$ cat config.mk
export PLATFORM = sky130hd
export DESIGN_NAME = dcb_deser
export DESIGN_NICKNAME = d
export VERILOG_FILES = /design/src/rtl/dcb_deser_pkg.sv /design/src/rtl/dcb_frame_timer.sv /design/src/rtl/dcb_lane.sv /design/src/rtl/dcb_deser.sv
export SDC_FILE = /design/constraint.sdc
export NUM_CORES = 1
export LEC_CHECK = 0
export CAP_MARGIN = 20
export CELL_PAD_IN_SITES_DETAIL_PLACEMENT = 1
export CELL_PAD_IN_SITES_GLOBAL_PLACEMENT = 1
export CORE_MARGIN = 3
export CORE_UTILIZATION = 44
export CTS_CLUSTER_DIAMETER = 80
export DETAILED_ROUTE_END_ITERATION = 6
export PLACE_DENSITY = 0.8
export SLEW_MARGIN = 20
export SYNTH_ARGS = -nofsm -noshare
export SYNTH_HDL_FRONTEND = slang
export SYNTH_SLANG_ARGS = --single-unit
$ cat constraint.sdc
create_clock -name clk_i -period 2.5 [get_ports clk_i]
set_clock_uncertainty 0.1 [all_clocks]
set_input_delay 0.25 -clock clk_i [delete_from_list [all_inputs] [get_ports clk_i]]
set_output_delay 0.25 -clock clk_i [all_outputs]
set_load 0.01 [all_outputs]
$ cat src/rtl/dcb_deser_pkg.sv
package dcb_deser_pkg;
  localparam int unsigned LANES      = 3;
  localparam int unsigned PAY_W      = 7;
  localparam int unsigned FLAG_W     = 2;
  localparam int unsigned FRAME_LEN  = PAY_W + FLAG_W;
  localparam int unsigned WORD_W     = LANES * PAY_W;
  localparam int unsigned POS_W      = $clog2(FRAME_LEN);
  localparam int unsigned STROBE_POS = 4;

  typedef logic [POS_W-1:0] pos_t;

  // flag pair as received: {flag_a, flag_b}
  typedef enum logic [1:0] {
    FLAGS_PLAIN = 2'b01,
    FLAGS_INV   = 2'b10,
    FLAGS_BAD0  = 2'b00,
    FLAGS_BAD1  = 2'b11
  } flags_e;
endpackage

$ cat src/rtl/dcb_frame_timer.sv
module dcb_frame_timer
  import dcb_deser_pkg::*;
#(
  parameter int unsigned FRM_LEN = FRAME_LEN,
  parameter int unsigned STB_POS = STROBE_POS,
  localparam int unsigned PW     = $clog2(FRM_LEN)
) (
  input  logic clk_i,
  input  logic rst_ni,
  input  logic frame_start_i,
  output logic shift_en_o,
  output logic last_o,
  output logic strobe_q_o
);
  logic [PW-1:0] pos_q;
  logic [PW-1:0] cur_pos;
  logic          aligned_q;
  logic          active;
  logic          strobe_q;

  assign cur_pos    = frame_start_i ? '0 : pos_q;
  assign active     = frame_start_i | aligned_q;
  assign last_o     = active && (cur_pos == PW'(FRM_LEN - 1));
  assign shift_en_o = active;
  assign strobe_q_o = strobe_q;

  always_ff @(posedge clk_i or negedge rst_ni) begin
    if (!rst_ni) begin
      pos_q     <= '0;
      aligned_q <= 1'b0;
    end else if (active) begin
      aligned_q <= 1'b1;
      pos_q     <= last_o ? '0 : PW'(cur_pos + 1'b1);
    end
  end

  // inactive level at update, active level from mid-frame
  always_ff @(posedge clk_i or negedge rst_ni) begin
    if (!rst_ni)                                    strobe_q <= 1'b0;
    else if (last_o || frame_start_i)               strobe_q <= 1'b0;
    else if (active && cur_pos == PW'(STB_POS))     strobe_q <= 1'b1;
  end
endmodule

$ cat src/rtl/dcb_lane.sv
module dcb_lane
  import dcb_deser_pkg::*;
#(
  parameter int unsigned PW     = PAY_W,
  parameter int unsigned FW     = FLAG_W,
  localparam int unsigned FLEN  = PW + FW
) (
  input  logic          clk_i,
  input  logic          rst_ni,
  input  logic          shift_en_i,
  input  logic          bit_i,
  output logic [PW-1:0] payload_o,
  output logic          err_o
);
  logic [FLEN-2:0] shift_q;
  logic [FLEN-1:0] full;
  flags_e          flags;

  always_ff @(posedge clk_i or negedge rst_ni) begin
    if (!rst_ni)         shift_q <= '0;
    else if (shift_en_i) shift_q <= {shift_q[FLEN-3:0], bit_i};
  end

  // first received bit ends up at the top
  assign full  = {shift_q, bit_i};
  assign flags = flags_e'(full[FLEN-1 -: 2]);

  always_comb begin
    err_o     = 1'b0;
    payload_o = full[PW-1:0];
    unique case (flags)
      FLAGS_INV:   payload_o = ~full[PW-1:0];
      FLAGS_PLAIN: payload_o = full[PW-1:0];
      default:     err_o     = 1'b1;
    endcase
  end
endmodule

$ cat src/rtl/dcb_deser.sv
module dcb_deser
  import dcb_deser_pkg::*;
(
  input  logic              clk_i,
  input  logic              rst_ni,
  input  logic              frame_start_i,
  input  logic [LANES-1:0]  lane_i,
  input  logic              rise_capture_i,
  output logic [WORD_W-1:0] data_o,
  output logic              strobe_o,
  output logic              code_err_o
);
  logic              shift_en;
  logic              last;
  logic              strobe_q;
  logic [WORD_W-1:0] dec_word;
  logic [LANES-1:0]  lane_err;
  logic [WORD_W-1:0] data_q;
  logic              err_q;

  dcb_frame_timer #(
    .FRM_LEN (FRAME_LEN),
    .STB_POS (STROBE_POS)
  ) u_timer (
    .clk_i         (clk_i),
    .rst_ni        (rst_ni),
    .frame_start_i (frame_start_i),
    .shift_en_o    (shift_en),
    .last_o        (last),
    .strobe_q_o    (strobe_q)
  );

  for (genvar l = 0; l < LANES; l++) begin : g_lane
    dcb_lane #(
      .PW (PAY_W),
      .FW (FLAG_W)
    ) u_lane (
      .clk_i      (clk_i),
      .rst_ni     (rst_ni),
      .shift_en_i (shift_en),
      .bit_i      (lane_i[l]),
      .payload_o  (dec_word[l*PAY_W +: PAY_W]),
      .err_o      (lane_err[l])
    );
  end

  always_ff @(posedge clk_i or negedge rst_ni) begin
    if (!rst_ni) begin
      data_q <= '0;
      err_q  <= 1'b0;
    end else begin
      err_q <= last && (|lane_err);
      if (last) data_q <= dec_word;
    end
  end

  assign data_o     = data_q;
  assign code_err_o = err_q;
  assign strobe_o   = rise_capture_i ? strobe_q : ~strobe_q;
endmodule

==> results.cfg <==
[global_routing]
grt_max_degree = 32
grt_pass1_vias = 1586
overflow = 0
grt_pass1_wl_mm = 8.162
track_usage_pct = 17.31
antenna_found_initial = 0

[logic_synthesis]
ys_seq_elements = 52
ys_top_cells_by_area = dfrtp_1, mux2_2, xor2_1, ha_1, o21ai_0
yosys.area_share.simple_pct = 5.041
yosysTopAreaCell = dfrtp_1
synthAdderAreaFrac_pct = 2.740
synth_top_family_by_area = multiplexers
avgSynthCellArea_um2 = 13.28
netlist.area_leader.share_pct = 56.99
synth_mux_area_share_pct = 19.23
synth_warnings = 0
ys_seq_area_share_pct = 56.99
postSynthCellCount = 172
syn_nets = 184
synth_xor_area_share_pct = 8.822
ys_types = 25
synth_compound_area_share_pct = 4.219
synth_area_mm2 = 0.002283

[worst_setup_path]
cp_slowest_cell = dfrtp_1
crit_start = u_timer.pos_q[1]
required_ns = 2.58
cpPeakStageDelay_ns = 0.43
critPathCaptureType = flop
r2r-start = u_timer.pos_q[1]
crit_path_start_kind = flop
cp_data_arrival_time_ns = 2.19
crit_type = flop to flop
path_max_fanout = 14
crit_chain = nor2b_1, inv_1, ha_1, nand2_1, nor4b_4, buf_4, mux2_2

[floorplan]
dieHeight_um = 78.04
start_util_pct = 46.79
die_w_um = 78.04
die_area_mm2 = 0.006090
design.core.area_mm2 = 0.004880
ioPinCount = 30
rows = 25

[finish]
diodes = 0
syn_to_final_growth_pct = 20.33
fin_util_pct = 56.31
finalNetCount = 218
mostFrequentLayoutCells = dfrtp_1, mux2_2, clkdlybuf4s50_1, xor2_1, nand2_1
final_common_cell = dfrtp_1
drive_above_1_share_pct = 26.70
nFillCells = 517
fin_cells = 273

[sta]
drv_slew = 0
worst_slack_ns = 0.3877
clock.fmax_mhz = 473.4
finalSetupViolCount = 0
rsz0062_at_grt = no
worstMarginPinSlew_ns = 0.6943
relSlewSlack_pct = 53.71
fin_tns_setup_ns = 0
min_period_ns = 2.112
holdWs_ns = 0.3981
hold_viol_final = 0
finalCritPeriodShare_pct = 84.49

[drt]
drt.antenna.violating_nets = 0
dr.pass1.iters = 2
vias = 1391
drt-initial-drc-count = 44
wl_per_cell_um = 16.79
drc = 0
wl_mm = 4.583
routed_via_density = 5.095

[clock_tree]
path_clk_slew_ns = 0.08
numCtsBuffers = 5
clk_latency_ns = 0.30
cts_tree = yes
cts_resized = 0
cts.sinks = 52
cts_root_buf = clkbuf_8
holdBufCountCts = 1
clock_path_buffers = 2
postCtsSetupBuffers = 0
htree_num_levels = 2

[pwr]
power-per-cell-area_mw_per_mm2 = 710.9
vdd_drop_max_v = 0.0003782
leakagePower_nw = 1.255

[run]
cap_viol_max_count = 0

[placed_design]
post-place-ws_ns = 0.1319
dp.cells = 265
io_buffers = 29
gp_congestion = 0.7660
dp_hpwl_mm = 3.328

[worst_hold_path]
hp-class = flop to flop
min_from = data_o[19]

[status]
status = completed
worst paths after layout:
path	endpoint	slack, ns	depth (start not counted)
max	data_o[7]	0.39	7
min	data_o[19]	0.40	1
max reg2reg	data_o[7]	0.39	7
min reg2reg	data_o[19]	0.40	1
max in group asynchronous	g_lane[0].u_lane.shift_q[3]	1.21	3
min in group asynchronous	u_timer.pos_q[2]	0.44	2
registers in the layout (all words and copies together) (netlist names):
name and flops:
u_timer.aligned_q 1, code_err_o 1, data_o 21, g_lane.u_lane.shift_q 24
u_timer.strobe_q_o 1, u_timer.pos_q 4
cell families after synthesis:
logic type / after synthesis
xor+xnor: 23
buf+inv: 16
simple gates: 20
mux: 39
flops: 52
compound gates: 17
fa+ha+maj: 5
synthesized netlist by cell type (all sizes together):
cell    count
a21boi      1
a21oi       2
a31oi       2
and4b       1
buf         7
clkbuf      3
dfrtp      52
ha          5
inv         6
mux2       39
nand2      13
nand2b      1
nand3b      1
nor2        1
nor2b       1
nor4b       1
o21ai      10
o31a        1
o31ai       1
or2         1
xnor2       2
xor2       21
area by class of cell:
cell class / count / area [um^2] / area share [%]
tap: 67 / 83.83 / 3.051
multi-input combinational: 104 / 914.6 / 33.29
timing repair buffer: 37 / 347.8 / 12.66
clock inverter: 1 / 5.005 / 0.1821
clock buffer: 6 / 72.57 / 2.641
inverter: 6 / 22.52 / 0.8197
sequential: 52 / 1301 / 47.36
through the flow:
stage / power [mW] / instance area (um^2)
global placement: 1.502 / 2660
global route: 2.072 / 2748
CTS: 1.981 / 2748
finish: 1.953 / 2748
detailed placement: 1.533 / 2660
floorplan: 1.253 / 2283
where the power goes:
part	switching (mW)	leakage, nW	total [mW]	internal (mW)
combinational	0.181	0.565	0.467	0.286
sequential	0.0799	0.649	1.04	0.962
clock	0.253	0.0410	0.444	0.191
total	0.514	1.26	1.95	1.44
worst max-delay path, delay by kind of cell, from the launching register on:
family / cells / cell delay (ns)
buffers and inverters: 2 / 0.34
muxes: 1 / 0.36
adders and majority gates: 1 / 0.19
DFF: 1 / 0.43
and+or+nand+nor: 3 / 0.58
layer usage:
layer | GRT usage (%) | wire length, um | up-vias | part of all wire [%]
li1 | - | - | 641 | -
met1 | 21.03 | 1934 | 719 | 42
met2 | 30.05 | 2450 | 23 | 53
met3 | 3.784 | 118 | 8 | 2.6
met4 | 6.643 | 79 | 0 | 1.7
met5 | 0 | 0 | - | 0
No activity file was read; power rests on OpenSTA's default activity.
